==> src/rtl/pa_guard_pkg.sv <==
package pa_guard_pkg;

  typedef enum logic [1:0] {
    BO_FOLLOW = 2'd0,
    BO_STEP   = 2'd1,
    BO_HOLD   = 2'd2
  } bo_state_e;

endpackage

==> src/rtl/pa_sticky_flag.sv <==
module pa_sticky_flag (
  input  logic clk,
  input  logic rst,
  input  logic set_i,
  input  logic clr_i,
  output logic flag_o
);

  // set beats clear when both arrive together
  always_ff @(posedge clk) begin
    if (rst)        flag_o <= 1'b0;
    else if (set_i) flag_o <= 1'b1;
    else if (clr_i) flag_o <= 1'b0;
  end

endmodule

==> src/rtl/pa_gain_backoff.sv <==
module pa_gain_backoff
  import pa_guard_pkg::*;
#(
  parameter int GAIN_W  = 5,
  parameter int DWELL_W = 8
) (
  input  logic               clk,
  input  logic               rst,
  input  logic [GAIN_W-1:0]  host_gain,
  input  logic [DWELL_W-1:0] dwell_cfg,
  input  logic               tx_start,
  input  logic               ovc_hi,
  input  logic               ovc_lo,
  output logic [GAIN_W-1:0]  eff_gain,
  output logic               limiting
);

  bo_state_e          st_q;
  logic [DWELL_W-1:0] dwell_q;
  logic [GAIN_W-1:0]  gain_q;

  // one step down, saturating at zero
  function automatic logic [GAIN_W-1:0] step_down(input logic [GAIN_W-1:0] g);
    return (g == '0) ? '0 : g - GAIN_W'(1);
  endfunction

  // never above the current request
  function automatic logic [GAIN_W-1:0] cap(input logic [GAIN_W-1:0] g,
                                            input logic [GAIN_W-1:0] req);
    return (g > req) ? req : g;
  endfunction

  always_ff @(posedge clk) begin
    if (rst) begin
      st_q    <= BO_FOLLOW;
      gain_q  <= '0;
      dwell_q <= '0;
    end else if (tx_start) begin
      st_q    <= BO_FOLLOW;
      gain_q  <= host_gain;
      dwell_q <= '0;
    end else begin
      unique case (st_q)
        BO_FOLLOW: begin
          if (ovc_hi) begin
            st_q    <= BO_STEP;
            gain_q  <= step_down(host_gain);
            dwell_q <= dwell_cfg;
          end else begin
            gain_q  <= host_gain;
          end
        end
        BO_STEP: begin
          if (!ovc_lo) begin
            st_q    <= BO_HOLD;
            gain_q  <= cap(gain_q, host_gain);
          end else if (dwell_q != '0) begin
            dwell_q <= dwell_q - DWELL_W'(1);
            gain_q  <= cap(gain_q, host_gain);
          end else begin
            gain_q  <= cap(step_down(gain_q), host_gain);
            dwell_q <= dwell_cfg;
          end
        end
        BO_HOLD: begin
          if (ovc_hi) begin
            st_q    <= BO_STEP;
            gain_q  <= cap(step_down(gain_q), host_gain);
            dwell_q <= dwell_cfg;
          end else begin
            gain_q  <= cap(gain_q, host_gain);
          end
        end
        default: begin
          st_q    <= BO_FOLLOW;
          gain_q  <= host_gain;
        end
      endcase
    end
  end

  assign eff_gain = gain_q;
  assign limiting = (st_q != BO_FOLLOW);

endmodule

==> src/rtl/pa_thermal_guard.sv <==
module pa_thermal_guard #(
  parameter int N_TH   = 4,
  parameter int ZONE_W = $clog2(N_TH)
) (
  input  logic              clk,
  input  logic              rst,
  input  logic [N_TH-1:0]   temp_above,
  output logic              pa_en,
  output logic [ZONE_W-1:0] zone
);

  localparam int TRIP_IDX = N_TH - 1;
  localparam int REL_IDX  = N_TH - 2;

  logic              sd_q;
  logic              sd_next;
  logic [ZONE_W-1:0] zone_next;

  // latch on the top threshold, release only below the next one down
  assign sd_next = temp_above[TRIP_IDX] | (sd_q & temp_above[REL_IDX]);

  // highest set bit below the trip threshold picks the zone
  always_comb begin
    zone_next = '0;
    for (int k = 0; k < N_TH - 1; k++) begin
      if (temp_above[k]) zone_next = ZONE_W'(k + 1);
    end
  end

  always_ff @(posedge clk) begin
    if (rst) begin
      sd_q  <= 1'b0;
      pa_en <= 1'b0;
      zone  <= '0;
    end else begin
      sd_q  <= sd_next;
      pa_en <= ~sd_next;
      zone  <= zone_next;
    end
  end

endmodule

==> src/rtl/pa_guard_ctrl.sv <==
module pa_guard_ctrl #(
  parameter int GAIN_W  = 5,
  parameter int DWELL_W = 8,
  parameter int N_TH    = 4,
  parameter int ZONE_W  = $clog2(N_TH)
) (
  input  logic               clk,
  input  logic               rst,
  input  logic [GAIN_W-1:0]  host_gain,
  input  logic [DWELL_W-1:0] dwell_cfg,
  input  logic               tx_start,
  input  logic               ovc_hi,
  input  logic               ovc_lo,
  input  logic               mod_fsk,
  input  logic [N_TH-1:0]    temp_above,
  input  logic               clr_ovc_flag,
  input  logic               clr_hot_flag,
  output logic [GAIN_W-1:0]  eff_gain,
  output logic               pa_en,
  output logic               rsel_o,
  output logic               rsel_oe,
  output logic [ZONE_W-1:0]  temp_zone,
  output logic               limiting,
  output logic               ovc_flag,
  output logic               hot_flag
);

  localparam int N_FLAGS = 2;

  logic [N_FLAGS-1:0] flag_set;
  logic [N_FLAGS-1:0] flag_clr;
  logic [N_FLAGS-1:0] flag_q;

  pa_gain_backoff #(
    .GAIN_W (GAIN_W),
    .DWELL_W(DWELL_W)
  ) u_backoff (
    .clk      (clk),
    .rst      (rst),
    .host_gain(host_gain),
    .dwell_cfg(dwell_cfg),
    .tx_start (tx_start),
    .ovc_hi   (ovc_hi),
    .ovc_lo   (ovc_lo),
    .eff_gain (eff_gain),
    .limiting (limiting)
  );

  pa_thermal_guard #(
    .N_TH  (N_TH),
    .ZONE_W(ZONE_W)
  ) u_thermal (
    .clk       (clk),
    .rst       (rst),
    .temp_above(temp_above),
    .pa_en     (pa_en),
    .zone      (temp_zone)
  );

  assign flag_set = {temp_above[N_TH-1], ovc_hi};
  assign flag_clr = {clr_hot_flag, clr_ovc_flag};

  for (genvar i = 0; i < N_FLAGS; i++) begin : g_flag
    pa_sticky_flag u_flag (
      .clk   (clk),
      .rst   (rst),
      .set_i (flag_set[i]),
      .clr_i (flag_clr[i]),
      .flag_o(flag_q[i])
    );
  end

  assign ovc_flag = flag_q[0];
  assign hot_flag = flag_q[1];

  // resistor select: pulled low for FSK, released for PSK
  always_ff @(posedge clk) begin
    if (rst) rsel_oe <= 1'b0;
    else     rsel_oe <= mod_fsk;
  end
  assign rsel_o = 1'b0;

endmodule

==> config.mk <==
export PLATFORM = sky130hd
export DESIGN_NAME = pa_guard_ctrl
export DESIGN_NICKNAME = d
export VERILOG_FILES = /design/src/rtl/pa_guard_pkg.sv /design/src/rtl/pa_sticky_flag.sv /design/src/rtl/pa_gain_backoff.sv /design/src/rtl/pa_thermal_guard.sv /design/src/rtl/pa_guard_ctrl.sv
export SDC_FILE = /design/constraint.sdc
export NUM_CORES = 1
export LEC_CHECK = 0
export CORE_ASPECT_RATIO = 1.75
export CORE_MARGIN = 2
export CORE_UTILIZATION = 53
export DETAILED_ROUTE_END_ITERATION = 10
export GPL_TIMING_DRIVEN = 0
export PLACE_DENSITY = 0.92
export SLEW_MARGIN = 20
export SYNTH_ARGS = -nofsm -noshare
export SYNTH_HDL_FRONTEND = slang
export SYNTH_SLANG_ARGS = --single-unit
==> constraint.sdc <==
create_clock -name clk -period 7.9 [get_ports clk]
set_clock_uncertainty 0.1 [all_clocks]
set_input_delay 1.58 -clock clk [delete_from_list [all_inputs] [get_ports clk]]
set_output_delay 1.58 -clock clk [all_outputs]
set_load 0.02 [all_outputs]
==> flow_metrics.tcl, run 1 <==
set metrics [dict create \
    crit_required_ns 7.94 \
    holdPathStages 2 \
    min_to "u_backoff.dwell_q[7]$_SDFFE_PP0P_" \
    synth_area_leaders "dfxtp_1, ha_1, a21oi_1, nor2_1, nor3_1" \
    cp-end-kind "flip-flop" \
    antenna_cells 0 \
    cts_root_buffer "clkbuf_8" \
    topRoutingLayerUsed "met4" \
    maxCapViolations 0 \
    grt_pass1_vias 1533 \
    grt-ovfl-total 0 \
    slowest_stage "clkdlybuf4s50_1" \
    finalSetupViolations 0 \
    synth_seq_cells 22 \
    holdWs_ns 0.387 \
    grt_use_total_pct 25.5 \
    numCtsBuffers 3 \
    synth_top_area_cell "dfxtp_1" \
    rr_startpoint "u_backoff.eff_gain[0]$_SDFF_PP0_" \
    finalNetCount 283 \
    met1_length_mm 1.40 \
    tns_ns 0 \
    finalCriticalPeriod_ns 4.03 \
    drive_above_1_share_pct 7.00 \
    start_kind "input port" \
    reg2reg_slack_ns 4.95 \
    rsz0062_at_grt "false" \
    routabilityCongestion 0.883 \
    avgViaCountPerCell 5.94 \
    row_count 26 \
    synthToLayoutAreaGrowth_pct 29.9 \
    leakagePower_nw 0.855 \
    fmax_mhz 248 \
    dieArea_sq_um 3420 \
    start_util_pct 54.6 \
    regToRegEndpoint "u_backoff.eff_gain[3]$_SDFF_PP0_" \
    io_pins 38 \
    postCtsSetupRepairBufs 0 \
    synth_ff_type "dfxtp_1" \
    tightest_slew_ns 0.893 \
    cp_slowest_stage_delay_ns 0.60 \
    timing.final.crit_share_pct 51.0 \
    min_from "u_backoff.dwell_q[7]$_SDFFE_PP0P_" \
    crit_type "input port to flip-flop" \
    wl_met3_microns 90 \
    syn_nets 242 \
    die_h_microns 75.8 \
    place_ws_ns 3.58 \
    hold_buffers 0 \
    relSlewSlack_pct 40.0 \
    grt_pass1_wl_mm 6.42 \
    place_hpwl_mm 3.20 \
    dr.pass1.iters 4 \
    hold_viol 0 \
    vdd_drop_max_uv 164 \
    clock_path_buffers 2 \
    core_sq_um 2860 \
    synth_edf_count 0 \
    die_w_microns 45.0 \
    drt-wirelength-per-cell_microns 14.5 \
    insertion_delay_ns 0.26 \
    port_buffers 36 \
    avgSynthCellArea_sq_um 7.70 \
    hold_path.class "flip-flop to flip-flop" \
    synth_area_sq_um 1560 \
    grt_max_degree 14 \
    final_max_slew_viol_count 0 \
    cellPowerDensity_nw_per_um2 165 \
    clock_sinks 22 \
    drt-initial-drc-count 35 \
    path_cells "clkdlybuf4s50_1 > inv_1 > ha_1 > and3_1 > o21ai_0 > a32oi_2 > mux2_2 > a221oi_1 > nor3_1" \
    cts_tree "built" \
    synth_top_area_share_pct 28.2 \
    routed_wl_mm 3.92 \
    vias 1609 \
    syn_inst 203 \
    path_clk_slew_ns 0.08 \
    drc 0 \
    nFillCells 233 \
    yosysSeqAreaShare_pct 28.2 \
    synth-warning-count 0 \
    cts-htree-levels 1 \
    met2_length_mm 2.29 \
    crit_fanout 6 \
    async_reset_ff_share_pct 0 \
    final_util_pct 70.9 \
    layout_setup_ws_ns 3.87 \
    cts.repair.resized 0 \
    drtAntennaViolNets 0 \
    synth_cell_type_count 35 \
    rr_worst_depth 11 \
    cp.arrival_ns 4.07 \
    outcome "finished, final reports clean" \
    antenna_found_initial 0 \
]
-- sequential cells by signal, indices dropped and copies added (netlist names) --
signal,count
u_backoff.eff_gain,5
u_backoff.dwell_q,8
u_thermal.zone,2
u_thermal.pa_en,1
rsel_oe,1
u_backoff.st_q,2
g_flag.u_flag.flag_o,2
u_thermal.sd_q,1
-- cell type report --
cell class / instances / area, sq um / share of cell area (%)
tap: 28 / 35.0 / 1.73
timing repair buffer: 36 / 360 / 17.8
inverter: 21 / 78.8 / 3.88
buffer: 4 / 21.3 / 1.05
clock inverter: 1 / 30.0 / 1.48
multi-input combinational: 156 / 1020 / 50.4
sequential: 22 / 440 / 21.7
clock buffer: 3 / 41.3 / 2.03
-- cell families (layout without fill, tap and decap cells) --
logic type	Yosys count	in the layout	synth area share, %
xor+xnor	2	2	1.12
flops	22	22	28.2
simple gates	73	73	23.0
mux	12	12	8.25
fa+ha+maj	14	14	11.2
compound gates	54	54	21.6
other cells	1	1	0.240
buf+inv	25	65	6.41
-- synthesized netlist by cell type, drive strengths merged, types with 2 or more instances --
| cell type | number |
|---|---|
| inv | 21 |
| nor2 | 25 |
| nor4b | 2 |
| dfxtp | 22 |
| a221oi | 5 |
| buf | 3 |
| nand2 | 7 |
| nor4 | 3 |
| xnor2 | 2 |
| nand3 | 3 |
| or2 | 2 |
| nor2b | 3 |
| mux2i | 5 |
| o21ai | 21 |
| nand4 | 3 |
| ha | 14 |
| mux2 | 7 |
| nor3 | 17 |
| nand2b | 4 |
| a21oi | 21 |
| and3 | 2 |
-- layer usage --
| metal | GRT usage [%] | vias up |
|---|---|---|
| met2 | 49.8 | 47 |
| met1 | 23.9 | 740 |
| met5 | 0 | - |
| met4 | 14.7 | 0 |
| met3 | 3.08 | 12 |
| li1 | - | 810 |
-- worst max-delay path by stage --
| stage | cells after the start | start | slack (ns) | to |
|---|---|---|---|---|
| 2_1_floorplan | 8 | host_gain[3] | 4.46 | u_backoff.eff_gain[3]$_SDFF_PP0_ |
| 3_3_place_gp | 9 | host_gain[3] | 3.64 | u_backoff.eff_gain[3]$_SDFF_PP0_ |
| 3_5_place_dp | 9 | host_gain[3] | 3.58 | u_backoff.eff_gain[2]$_SDFF_PP0_ |
| 4_1_cts | 9 | host_gain[3] | 3.86 | u_backoff.eff_gain[3]$_SDFF_PP0_ |
| 5_1_grt | 9 | host_gain[3] | 3.73 | u_backoff.eff_gain[3]$_SDFF_PP0_ |
| 6_report | 9 | host_gain[3] | 3.87 | u_backoff.eff_gain[2]$_SDFF_PP0_ |
-- cell usage in the layout (no fill, tap or decap), drive strengths merged, types with 4 or more instances in the layout --
master	n
a21oi	21
ha	14
nor3	17
a221oi	5
mux2	7
nor2	25
clkbuf	4
nand2	7
nand2b	4
inv	21
dfxtp	22
o21ai	21
mux2i	5
clkdlybuf4s50	36
-- worst max-delay path: cells and delay by family --
kind,cells,cell delay [ns]
simple gates,2,0.28
compound gates,3,0.78
buf+inv,2,0.73
mux,1,0.38
fa+ha+maj,1,0.31
-- power breakdown --
| group | internal [mW] | total (mW) | switching [mW] |
|---|---|---|---|
| Sequential | 0.117 | 0.123 | 0.00599 |
| Combinational | 0.0535 | 0.107 | 0.0534 |
| Clock | 0.0677 | 0.105 | 0.0372 |
| Total | 0.238 | 0.335 | 0.0965 |
-- per-stage QoR --
step / total power [mW] / instance area, sq um / instances
3_3_place_gp: 0.229 / 1960 / 267
5_1_grt: 0.353 / 2030 / 271
3_5_place_dp: 0.232 / 1960 / 267
2_1_floorplan: 0.194 / 1560 / 203
6_report: 0.335 / 2030 / 271
4_1_cts: 0.336 / 2030 / 271
No activity file was read; power rests on OpenSTA's default activity.
==> run 2, diff against run 1 <==
--- a/config.mk
+++ b/config.mk
@@ -7,10 +7,10 @@
 export LEC_CHECK = 0
 export CORE_ASPECT_RATIO = 1.75
 export CORE_MARGIN = 2
-export CORE_UTILIZATION = 53
+export CORE_UTILIZATION = 45
 export DETAILED_ROUTE_END_ITERATION = 10
 export GPL_TIMING_DRIVEN = 0
-export PLACE_DENSITY = 0.92
+export PLACE_DENSITY = 0.84
 export SLEW_MARGIN = 20
 export SYNTH_ARGS = -nofsm -noshare
 export SYNTH_HDL_FRONTEND = slang
==> constraint.sdc (replaced) <==
create_clock -name clk -period 3.7 [get_ports clk]
set_clock_uncertainty 0.1 [all_clocks]
set_input_delay 0.74 -clock clk [delete_from_list [all_inputs] [get_ports clk]]
set_output_delay 0.74 -clock clk [all_outputs]
set_load 0.02 [all_outputs]
==> run 2 against run 1 <==
  * Routed wire length increased by 0.87%
  * Power increased by 110%
  * Largest cell class unchanged
  * Die area increased by 16%
  * Register-to-register slack got worse by 4.3 ns
  * Final area increased by 1.0%
  * Setup slack got worse by 3.4 ns
  * Global-route usage decreased by 3.4 points
  * Core utilization decreased by 9.9 points
  * Non-clock buffer count unchanged
  * Final cell count increased by 6.3%
  * Largest power group unchanged
  * Clock power increased by 110%
  * Combinational power increased by 110%
==> flow_metrics.tcl, run 2 (synthesis gave the netlist of run 1 again) <==
set metrics [dict create \
    port_buffers 36 \
    drtAntennaViolNets 0 \
    start_kind "input port" \
    start_util_pct 46.5 \
    crit_start "host_gain[4]" \
    tightest_slew_ns 0.898 \
    reg2reg_slack_ns 0.70 \
    timing.final.crit_share_pct 86.6 \
    hold_path.class "flip-flop to flip-flop" \
    grt_max_degree 14 \
    routabilityCongestion 0.851 \
    finalSetupViolations 0 \
    avgViaCountPerCell 5.54 \
    dr.pass1.iters 4 \
    hold_viol 0 \
    leakagePower_nw 0.855 \
    die_w_microns 48.5 \
    dieArea_sq_um 3980 \
    hold_buffers 0 \
    core_sq_um 3360 \
    outcome "finished, final reports clean" \
    finalPower_uw 718 \
    drc 0 \
    regToRegEndpoint "u_backoff.eff_gain[2]$_SDFF_PP0_" \
    largest_reg_flops 8 \
    fmax_mhz 312 \
    drt-initial-drc-count 41 \
    vias 1595 \
    routed_wl_mm 3.95 \
    grt.busiest_layer "met2" \
    relSlewSlack_pct 39.7 \
    cp_slowest_stage_delay_ns 0.58 \
    crit_required_ns 3.74 \
    cts_tree "built" \
    cpLargestDelayFamily "compound AO/OA/AOI/OAI gates" \
    antenna_cells 0 \
    met1_usage_pct 21.2 \
    met2_usage_pct 43.5 \
    cellPowerDensity_nw_per_um2 350 \
    path_buf_inv 2 \
    path_clk_slew_ns 0.08 \
    layout_common_cells "clkdlybuf4s50_1, nor2_1, dfxtp_1, inv_1, a21oi_1" \
    rsz0062_at_grt "false" \
    crit_end "u_backoff.eff_gain[2]$_SDFF_PP0_" \
    place_hpwl_mm 3.14 \
    rr_startpoint "u_backoff.eff_gain[0]$_SDFF_PP0_" \
    final_max_slew_viol_count 0 \
    synthToLayoutAreaGrowth_pct 31.2 \
    finalCriticalPeriod_ns 3.20 \
    rr_worst_depth 11 \
    groute.layer.met3.usage_pct 3.45 \
    cts.repair.resized 0 \
    crit_cells 9 \
    regMostFlops "u_backoff.dwell_q" \
    postCtsSetupRepairBufs 0 \
    grt_pass1_wl_mm 6.98 \
    clock_path_buffers 2 \
    die_h_microns 82.0 \
    cts-htree-levels 1 \
    path_cells "clkdlybuf4s50_1 > inv_1 > ha_1 > and3_1 > o21ai_0 > a32oi_2 > mux2_2 > a221oi_1 > nor3_1" \
    grt_use_total_pct 22.1 \
    slowest_stage "clkdlybuf4s50_1" \
    dpl-instance-area_sq_um 1980 \
    insertion_delay_ns 0.27 \
    antenna_found_initial 0 \
    tns_ns 0 \
    vdd_drop_max_uv 287 \
    row_count 28 \
    numCtsBuffers 3 \
    grt-ovfl-total 0 \
    maxCapViolations 0 \
    drive_above_1_share_pct 7.00 \
    holdWs_ns 0.389 \
    cts_root_buffer "clkbuf_8" \
    finalInstanceArea_sq_um 2050 \
    finalNetCount 283 \
    cp.arrival_ns 3.24 \
    final_common_cell "clkdlybuf4s50_1" \
    crit_type "input port to flip-flop" \
    drt-wirelength-per-cell_microns 13.7 \
    clock_sinks 22 \
    io_pins 38 \
    grt_pass1_vias 1632 \
    crit_fanout 6 \
    cp-end-kind "flip-flop" \
]
==> run 2: final cells by class <==
| cell class | instances | area (sq um) |
|---|---|---|
| Buffer | 4 | 21.3 |
| Clock buffer | 3 | 41.3 |
| Clock inverter | 1 | 30.0 |
| Fill cell | 331 | 1310 |
| Inverter | 21 | 78.8 |
| Multi-Input combinational cell | 156 | 1020 |
| Sequential cell | 22 | 440 |
| Tap cell | 45 | 56.3 |
| Timing Repair Buffer | 36 | 360 |
==> run 2: layer usage <==
metal	vias to the layer above	wire, microns
met1	730	1460
met5	-	0
met4	0	145
met2	48	2190
met3	12	156
li1	805	-
==> run 2: worst min path at each step <==
stage / depth (start not counted) / to / from / slack (ns)
final: 2 / u_backoff.dwell_q[7]$_SDFFE_PP0P_ / u_backoff.dwell_q[7]$_SDFFE_PP0P_ / 0.39
after global routing: 2 / u_thermal.sd_q$_SDFF_PP0_ / u_thermal.sd_q$_SDFF_PP0_ / 0.42
after CTS: 2 / u_backoff.dwell_q[7]$_SDFFE_PP0P_ / u_backoff.dwell_q[7]$_SDFFE_PP0P_ / 0.39
after detailed placement: 2 / u_thermal.sd_q$_SDFF_PP0_ / u_thermal.sd_q$_SDFF_PP0_ / 0.38
after global placement: 2 / u_thermal.sd_q$_SDFF_PP0_ / u_thermal.sd_q$_SDFF_PP0_ / 0.36
after floorplan: 2 / u_thermal.sd_q$_SDFF_PP0_ / u_thermal.sd_q$_SDFF_PP0_ / 0.34
==> run 2: worst register-to-register path: cells and delay by family (launching register included) <==
family,cells,cell delay [ns]
AO/OA/AOI/OAI,5,1.07
multiplexers,2,0.66
adder cells (fa/ha/maj),2,0.52
flip-flops,1,0.34
buffers and inverters,1,0.10
AND/OR/NAND/NOR,1,0.07
==> run 2: report_power, final <==
part | total, mW | switching [mW] | internal, mW
combinational | 0.230 | 0.115 | 0.114
clock | 0.225 | 0.0807 | 0.145
sequential | 0.263 | 0.0128 | 0.250
total | 0.718 | 0.209 | 0.509
==> run 2: per-stage QoR <==
stage / utilization, % / setup WS (ns) / instances
2_1_floorplan: - / 0.896 / 203
3_3_place_gp: 58.9 / 0.269 / 284
3_5_place_dp: 58.9 / 0.231 / 284
4_1_cts: 61.0 / 0.511 / 288
5_1_grt: 61.0 / 0.310 / 288
6_report: 61.0 / 0.497 / 288
==> run 3, diff against run 2 <==
--- a/config.mk
+++ b/config.mk
@@ -8,6 +8,7 @@
 export CORE_ASPECT_RATIO = 1.75
 export CORE_MARGIN = 2
 export CORE_UTILIZATION = 45
+export CTS_CLUSTER_DIAMETER = 100
 export DETAILED_ROUTE_END_ITERATION = 10
 export GPL_TIMING_DRIVEN = 0
 export PLACE_DENSITY = 0.84
==> results of run 3 <==
Same layout as run 2: the final DEF is identical, and so are final timing and power.
